--- config.mk ---
export PLATFORM = sky130hd
export DESIGN_NAME = capture_sequencer
export DESIGN_NICKNAME = d
export VERILOG_FILES = /design/src/rtl/cseq_pkg.sv /design/src/rtl/cseq_edge_sync.sv /design/src/rtl/cseq_post_counter.sv /design/src/rtl/cseq_loc_counter.sv /design/src/rtl/capture_sequencer.sv
export SDC_FILE = /design/constraint.sdc
export NUM_CORES = 1
export LEC_CHECK = 0
export CORE_UTILIZATION = 47
export CTS_CLUSTER_DIAMETER = 30
export CTS_CLUSTER_SIZE = 24
export DETAILED_ROUTE_END_ITERATION = 8
export PLACE_DENSITY_LB_ADDON = 0.12
export SLEW_MARGIN = 20
export SYNTH_ARGS = -nofsm -noshare
export SYNTH_HDL_FRONTEND = slang
export SYNTH_HIERARCHICAL = 1
export SYNTH_SLANG_ARGS = --single-unit
export TNS_END_PERCENT = 10
--- constraint.sdc ---
create_clock -name clk -period 2.9 [get_ports clk]
set_clock_uncertainty 0.15 [all_clocks]
set_input_delay 0.435 -clock clk [delete_from_list [all_inputs] [get_ports clk]]
set_output_delay 0.435 -clock clk [all_outputs]
set_load 0.02 [all_outputs]
--- src/rtl/cseq_pkg.sv ---
package cseq_pkg;
  typedef enum logic [1:0] {
    REC_PRE  = 2'd0,
    REC_POST = 2'd1,
    REC_GATE = 2'd2
  } rec_mode_e;
endpackage

--- src/rtl/cseq_edge_sync.sv ---
module cseq_edge_sync #(
  parameter int STAGES = 2
) (
  input  logic clk,
  input  logic rst_n,
  input  logic pin_i,
  output logic level_o,
  output logic prev_o
);
  logic [STAGES-1:0] chain_q;
  logic              prev_q;

  generate
    if (STAGES == 1) begin : g_single
      always_ff @(posedge clk or negedge rst_n) begin
        if (!rst_n) chain_q <= '0;
        else        chain_q <= pin_i;
      end
    end else begin : g_chain
      always_ff @(posedge clk or negedge rst_n) begin
        if (!rst_n) chain_q <= '0;
        else        chain_q <= {chain_q[STAGES-2:0], pin_i};
      end
    end
  endgenerate

  always_ff @(posedge clk or negedge rst_n) begin
    if (!rst_n) prev_q <= 1'b0;
    else        prev_q <= chain_q[STAGES-1];
  end

  assign level_o = chain_q[STAGES-1];
  assign prev_o  = prev_q;
endmodule

--- src/rtl/cseq_post_counter.sv ---
module cseq_post_counter #(
  parameter int DUR_W = 21
) (
  input  logic             clk,
  input  logic             rst_n,
  input  logic             load_i,
  input  logic [DUR_W-1:0] len_i,
  input  logic             dec_i,
  output logic [DUR_W-1:0] remain_o,
  output logic             last_o
);
  logic [DUR_W-1:0] remain_q;

  function automatic logic at_most_one(input logic [DUR_W-1:0] v);
    return v <= DUR_W'(1);
  endfunction

  always_ff @(posedge clk or negedge rst_n) begin
    if (!rst_n)      remain_q <= '0;
    else if (load_i) remain_q <= len_i;
    else if (dec_i)  remain_q <= remain_q - 1'b1;
  end

  assign remain_o = remain_q;
  assign last_o   = at_most_one(remain_q);

  // never counts a write past the programmed length
  p_no_underrun_r1: assert property (@(posedge clk) disable iff (!rst_n)
    dec_i |-> (remain_q != '0));
endmodule

--- src/rtl/cseq_loc_counter.sv ---
module cseq_loc_counter #(
  parameter int ADDR_W = 6
) (
  input  logic              clk,
  input  logic              rst_n,
  input  logic              zero_i,
  input  logic              step_i,
  input  logic              ovf_clr_i,
  output logic [ADDR_W-1:0] loc_o,
  output logic              last_o,
  output logic              ovf_o
);
  localparam logic [ADDR_W-1:0] TOP_ADDR = '1;

  logic [ADDR_W-1:0] loc_q;
  logic              ovf_q;

  function automatic logic [ADDR_W-1:0] bump(input logic [ADDR_W-1:0] a);
    return a + ADDR_W'(1);
  endfunction

  always_ff @(posedge clk or negedge rst_n) begin
    if (!rst_n)      loc_q <= '0;
    else if (zero_i) loc_q <= '0;
    else if (step_i) loc_q <= bump(loc_q);
  end

  always_ff @(posedge clk or negedge rst_n) begin
    if (!rst_n)                 ovf_q <= 1'b0;
    else if (ovf_clr_i)         ovf_q <= 1'b0;
    else if (step_i && last_o)  ovf_q <= 1'b1;
  end

  assign loc_o  = loc_q;
  assign last_o = (loc_q == TOP_ADDR);
  assign ovf_o  = ovf_q;

  // overflow flag is sticky until an accepted clear
  p_ovf_sticky_r4: assert property (@(posedge clk) disable iff (!rst_n)
    (ovf_q && !ovf_clr_i) |=> ovf_q);
endmodule

--- src/rtl/capture_sequencer.sv ---
module capture_sequencer #(
  parameter int ADDR_W      = 6,
  parameter int DUR_W       = 21,
  parameter int SYNC_STAGES = 2
) (
  input  logic              clk,
  input  logic              rst_n,
  input  logic              sample_en_i,
  input  logic              ext_trig_i,
  input  logic              ext_gate_i,
  input  logic              sw_trig_i,
  input  logic              disarm_i,
  input  logic              loc_clear_i,
  input  logic              cfg_we_i,
  input  logic              cfg_arm_i,
  input  logic              cfg_prepost_i,
  input  logic              cfg_auto_reset_i,
  input  logic              cfg_wrap_i,
  input  logic              cfg_disarm_end_i,
  input  logic              cfg_gate_mode_i,
  input  logic [DUR_W-1:0]  gate_len_i,
  output logic              wr_en_o,
  output logic [ADDR_W-1:0] wr_addr_o,
  output logic              active_o,
  output logic              armed_o,
  output logic              prepost_o,
  output logic              overflow_o,
  output logic              irq_o
);
  import cseq_pkg::*;

  // stored state
  logic      armed_q, active_q, pp_q, irq_q;
  logic      ar_q, wrap_q, de_q, gm_q;
  rec_mode_e mode_q;

  // synchronized pin events
  logic trig_lvl, trig_prev, gate_lvl, gate_prev;
  logic trig_rise, gate_rise, gate_fall;

  // named internal events
  logic start_ev, kill, rec_ok, ovf_stop, norm_end, cycle_end, fell;
  logic start_trig, start_pre, pre_hit, load_len, dec_len;
  logic loc_zero, loc_ovf_clr, at_last, post_last, cfg_idle;
  logic [DUR_W-1:0] remain;

  cseq_edge_sync #(.STAGES(SYNC_STAGES)) u_trig_sync (
    .clk(clk), .rst_n(rst_n), .pin_i(ext_trig_i),
    .level_o(trig_lvl), .prev_o(trig_prev));

  cseq_edge_sync #(.STAGES(SYNC_STAGES)) u_gate_sync (
    .clk(clk), .rst_n(rst_n), .pin_i(ext_gate_i),
    .level_o(gate_lvl), .prev_o(gate_prev));

  assign trig_rise = trig_lvl & ~trig_prev;
  assign gate_rise = gate_lvl & ~gate_prev;
  assign gate_fall = ~gate_lvl & gate_prev;

  // trigger source follows gate mode
  assign start_ev = gm_q ? gate_rise : (trig_rise | sw_trig_i);

  // abort of a running cycle
  assign kill = disarm_i | (cfg_we_i & ~cfg_arm_i & active_q);

  always_comb begin
    unique case (mode_q)
      REC_POST: rec_ok = (remain != '0);
      REC_GATE: rec_ok = gate_lvl;
      default:  rec_ok = 1'b1;
    endcase
  end

  assign wr_en_o   = active_q & sample_en_i & ~kill & rec_ok;
  assign ovf_stop  = wr_en_o & at_last & ~wrap_q;
  assign norm_end  = active_q & ~kill &
                     (((mode_q == REC_POST) & sample_en_i & post_last) |
                      ((mode_q == REC_GATE) & gate_fall));
  assign cycle_end = norm_end | ovf_stop;
  assign fell      = (kill & active_q) | cycle_end;

  assign cfg_idle   = cfg_we_i & ~active_q & ~disarm_i;
  assign start_trig = ~active_q & armed_q & ~pp_q & start_ev & ~cfg_we_i & ~disarm_i;
  assign start_pre  = cfg_idle & cfg_arm_i & cfg_prepost_i & pp_q;
  assign pre_hit    = active_q & ~kill & (mode_q == REC_PRE) & start_ev;
  assign load_len   = start_trig | pre_hit;
  assign dec_len    = wr_en_o & (mode_q == REC_POST);
  assign loc_zero   = (start_trig & ar_q) | (loc_clear_i & ~active_q);
  assign loc_ovf_clr = loc_clear_i & ~active_q;

  cseq_post_counter #(.DUR_W(DUR_W)) u_post (
    .clk(clk), .rst_n(rst_n), .load_i(load_len), .len_i(gate_len_i),
    .dec_i(dec_len), .remain_o(remain), .last_o(post_last));

  cseq_loc_counter #(.ADDR_W(ADDR_W)) u_loc (
    .clk(clk), .rst_n(rst_n), .zero_i(loc_zero), .step_i(wr_en_o),
    .ovf_clr_i(loc_ovf_clr), .loc_o(wr_addr_o), .last_o(at_last),
    .ovf_o(overflow_o));

  always_ff @(posedge clk or negedge rst_n) begin
    if (!rst_n) begin
      armed_q <= 1'b0;
      ar_q    <= 1'b0;
      wrap_q  <= 1'b0;
      de_q    <= 1'b0;
      gm_q    <= 1'b0;
    end else if (disarm_i) begin
      armed_q <= 1'b0;
    end else if (cfg_we_i && !active_q) begin
      armed_q <= cfg_arm_i;
      ar_q    <= cfg_auto_reset_i;
      wrap_q  <= cfg_wrap_i;
      de_q    <= cfg_disarm_end_i;
      gm_q    <= cfg_gate_mode_i;
    end else if (kill || ovf_stop || (norm_end && de_q)) begin
      armed_q <= 1'b0;
    end
  end

  always_ff @(posedge clk or negedge rst_n) begin
    if (!rst_n) begin
      active_q <= 1'b0;
      pp_q     <= 1'b0;
      irq_q    <= 1'b0;
      mode_q   <= REC_POST;
    end else begin
      irq_q <= fell;
      if (fell)                        active_q <= 1'b0;
      else if (start_trig || start_pre) active_q <= 1'b1;
      if (cfg_idle)  pp_q <= cfg_prepost_i;
      else if (fell) pp_q <= 1'b0;
      if (start_pre)    mode_q <= REC_PRE;
      else if (load_len) mode_q <= gm_q ? REC_GATE : REC_POST;
    end
  end

  assign active_o  = active_q;
  assign armed_o   = armed_q;
  assign prepost_o = pp_q;
  assign irq_o     = irq_q;

  // end of every cycle raises the request, and no write while idle
  p_irq_at_end_r1: assert property (@(posedge clk) disable iff (!rst_n)
    $fell(active_q) |-> irq_q);
  p_idle_quiet_r1: assert property (@(posedge clk) disable iff (!rst_n)
    !active_q |-> !wr_en_o);
  // request only in the cycle after activity ended
  p_irq_idle_r7: assert property (@(posedge clk) disable iff (!rst_n)
    irq_q |-> !active_q);
  // a write advances the location
  p_loc_step_r2: assert property (@(posedge clk) disable iff (!rst_n)
    wr_en_o |=> (wr_addr_o == $past(wr_addr_o) + 1'b1));
  // write at the top without wrap halts and disarms
  p_wrapoff_halt_r3: assert property (@(posedge clk) disable iff (!rst_n)
    (wr_en_o && at_last && !wrap_q) |=> (!active_q && !armed_q));
  // write at the top rolls to zero and flags overflow
  p_roll_zero_r4: assert property (@(posedge clk) disable iff (!rst_n)
    (wr_en_o && at_last) |=> (wr_addr_o == '0 && overflow_o));
  // pre/post bit drops with active
  p_pp_drop_r5: assert property (@(posedge clk) disable iff (!rst_n)
    $fell(active_q) |-> !pp_q);
  // clear request has no effect during a cycle
  p_clear_blocked_r9: assert property (@(posedge clk) disable iff (!rst_n)
    (loc_clear_i && active_q && !wr_en_o) |=> $stable(wr_addr_o));
endmodule

==> out/metrics.yaml <==
outcome:
  run_status: "finished clean"
yosys:
  yosysSeqAreaShare: 0.4506
  syn_area_sq_mm: 0.002446
  ys_top_cells_by_area: "dfrtp_1 44%, o21ai_0 4.3%, nand2_1 4.1%"
  synthFlopType: "dfrtp_1"
  synth_top_area_frac: 0.4399
  synth.most_common_cell: "dfrtp_1"
  syn_inst: 248
  ys_warn_count: 6
  synthArstFlopShare: 1.000
  ys_types: 51
  synth_largest_area_cell: "dfrtp_1"
  synth_edf_count: 0
  synth_nets: 290
  syn_avg_cell_area_sq_um: 9.863
  synth_seq_cells: 44
  synthTopCellsByCount: "43 x dfrtp_1, 27 x nand2_1, 21 x o21ai_0"
placed_design:
  dpl-instance-area_sq_mm: 0.003039
  dp_slack_ps: 55.99
  gp_congestion: 0.8040
  dpl.hpwl_mm: 3.617
  dp_cells: 367
  portBuffers: 47
global_route:
  grt_use_total: 0.2023
  grt_pass1_vias: 1952
  grt_max_degree: 45
  antenna_found_initial: 0
  grt_pass1_wl_mm: 8.376
  grt-ovfl-total: 0
floorplanning:
  die-area_sq_mm: 0.005497
  core_sq_mm: 0.004880
  dieWidth_um: 74.14
  num_rows: 25
  io_pins: 48
  fp.dieH_um: 74.14
  start_util: 0.5013
power:
  leakage_nw: 1.226
  power.total_mw: 2.311
  powerDensity_mw_per_mm2: 731.8
  peakVddDrop_mv: 0.4617
clock_tree:
  cts_tree: "yes"
  cts-root-buf: "clkbuf_8"
  cts-htree-levels: 2
  path_clk_slew_ps: 90
  clock_latency_ps: 300
  clk_path_buf_depth: 2
  clock_sinks: 44
  postCtsSetupBuffers: 0
  numCtsBuffers: 5
  hold_buffers: 0
drt:
  routed_wl_mm: 4.938
  antenna_left: 0
  vias_per_cell: 5.427
  routedWlPerCell_um: 13.17
  firstDrtPassIters: 4
  drcViolationCount: 0
  drt_iter0_drc: 71
  num_vias: 2035
layout:
  fin_util: 0.6472
  drive_gt1_frac: 0.1429
  syn_to_final_growth_pct: 29.10
  final_cells: 375
  diodes: 0
  design_area_sq_mm: 0.003158
  nets: 349
timing:
  max_clock_freq_ghz: 0.3638
  relSlewSlack: 0.3728
  setup_ws_ps: 151.5
  rsz0062_at_grt: "false"
  tightestPinTransition_ps: 940.9
  timing.final.crit_share: 0.9477
  drv_slew: 0
  hold_viol: 0
  min_period_ps: 2748
  setup_tns_ps: 0
  timing.hold.ws_ps: 109.8
  setup_viol_count_final: 0
run:
  drv_cap: 0
setup_path:
  cp_max_fo: 4
  cp.arrival_ps: 2790
  cp-start-kind: "register"
  cp-end-kind: "register"
  required_ps: 2940
  worstSetupPathType: "reg -> reg"
worst_hold_path:
  hold_class: "in -> async"
[cell usage in the layout, fill, tap and decap left out, types with 3 or more instances in the layout]
cell type / netlist / layout
clkdlybuf4s50_1: 0 / 45
dfrtp_1: 43 / 43
nand2_1: 27 / 27
o21ai_0: 21 / 21
nor2_1: 18 / 16
buf_4: 1 / 14
nand4_1: 9 / 9
nor4_1: 9 / 9
nand3_1: 9 / 9
xnor2_1: 9 / 9
xor2_1: 8 / 8
a31oi_1: 7 / 7
inv_1: 6 / 6
nor3_1: 6 / 6
ha_1: 6 / 6
o31ai_1: 5 / 5
clkbuf_8: 0 / 5
or4_1: 5 / 5
o21ai_1: 4 / 4
nand2b_1: 3 / 3
nor2b_1: 3 / 3
mux2_2: 3 / 3
nor4_4: 3 / 3
[power by group]
group	internal [mW]	switching, mW	total, mW
combinational	0.382	0.359	0.741
sequential	0.806	0.297	1.10
clock	0.256	0.211	0.467
total	1.44	0.868	2.31
[registers in the layout, summed over array words and instances (netlist names)]
register and cells:
u_post/remain_o 21, u_loc/loc_o 6, mode_q 2, u_gate_sync/chain_q 2, u_trig_sync/chain_q 2, active_o 1
ar_q 1, armed_o 1, de_q 1, gm_q 1, irq_o 1, prepost_o 1
u_gate_sync/prev_o 1, u_loc/ovf_o 1, u_trig_sync/prev_o 1, wrap_q 1
[critical path: stages, from the launching register on]
cell and delay, ps:
dfstp_2 550, inv_1 60, ha_1 280, a21boi_1 140, nand2b_1 80, nand4_1 140, nor2_4 130, and2_4 170
and2_0 260, buf_4 170, nand4_1 170, a221o_1 340
[timing repair]
item,4_1_cts,5_1_grt
pin swaps,0,2
resized for setup,1,4
endpoints found under the setup margin,1,10
[routing by layer]
metal | GRT usage | share of wire | wire (um) | up-vias
met4 | 0.07051 | 0.014 | 67 | 0
li1 | - | - | - | 1018
met3 | 0.04878 | 0.044 | 217 | 7
met1 | 0.2417 | 0.46 | 2255 | 965
met5 | 0 | 0 | 0 | -
met2 | 0.3556 | 0.49 | 2398 | 45
[final timing paths]
check,from,slack [ps],depth (start not counted),to
setup / recovery,mode_q[0],150,11,u_post/remain_o[14]
hold / removal,rst_n,110,1,prepost_o
setup reg to reg,mode_q[0],150,11,u_post/remain_o[14]
hold reg to reg,u_gate_sync/chain_q[0],190,0,u_gate_sync/chain_q[1]
max in group asynchronous,rst_n,1890,1,u_post/remain_o[19]
min in group clk,u_gate_sync/chain_q[0],190,0,u_gate_sync/chain_q[1]
[cell families after synthesis]
kind of cell    count (synthesis)  share of synthesized area
simple gates                  115                     0.2854
xor+xnor                       17                    0.06087
flops                          44                     0.4506
fa+ha+maj                       6                    0.03069
compound gates                 45                     0.1115
buf+inv                        16                    0.03887
mux                             5                    0.02199
[cell type report]
type | instances | area (sq um)
sequential | 44 | 1102
multi-input combinational | 188 | 1267
timing repair buffer | 61 | 570.5
clock inverter | 2 | 35.03
clock buffer | 6 | 72.57
tap | 67 | 83.83
inverter | 7 | 26.28
fill | 392 | 1722
Power figures use the tool's default switching activity.
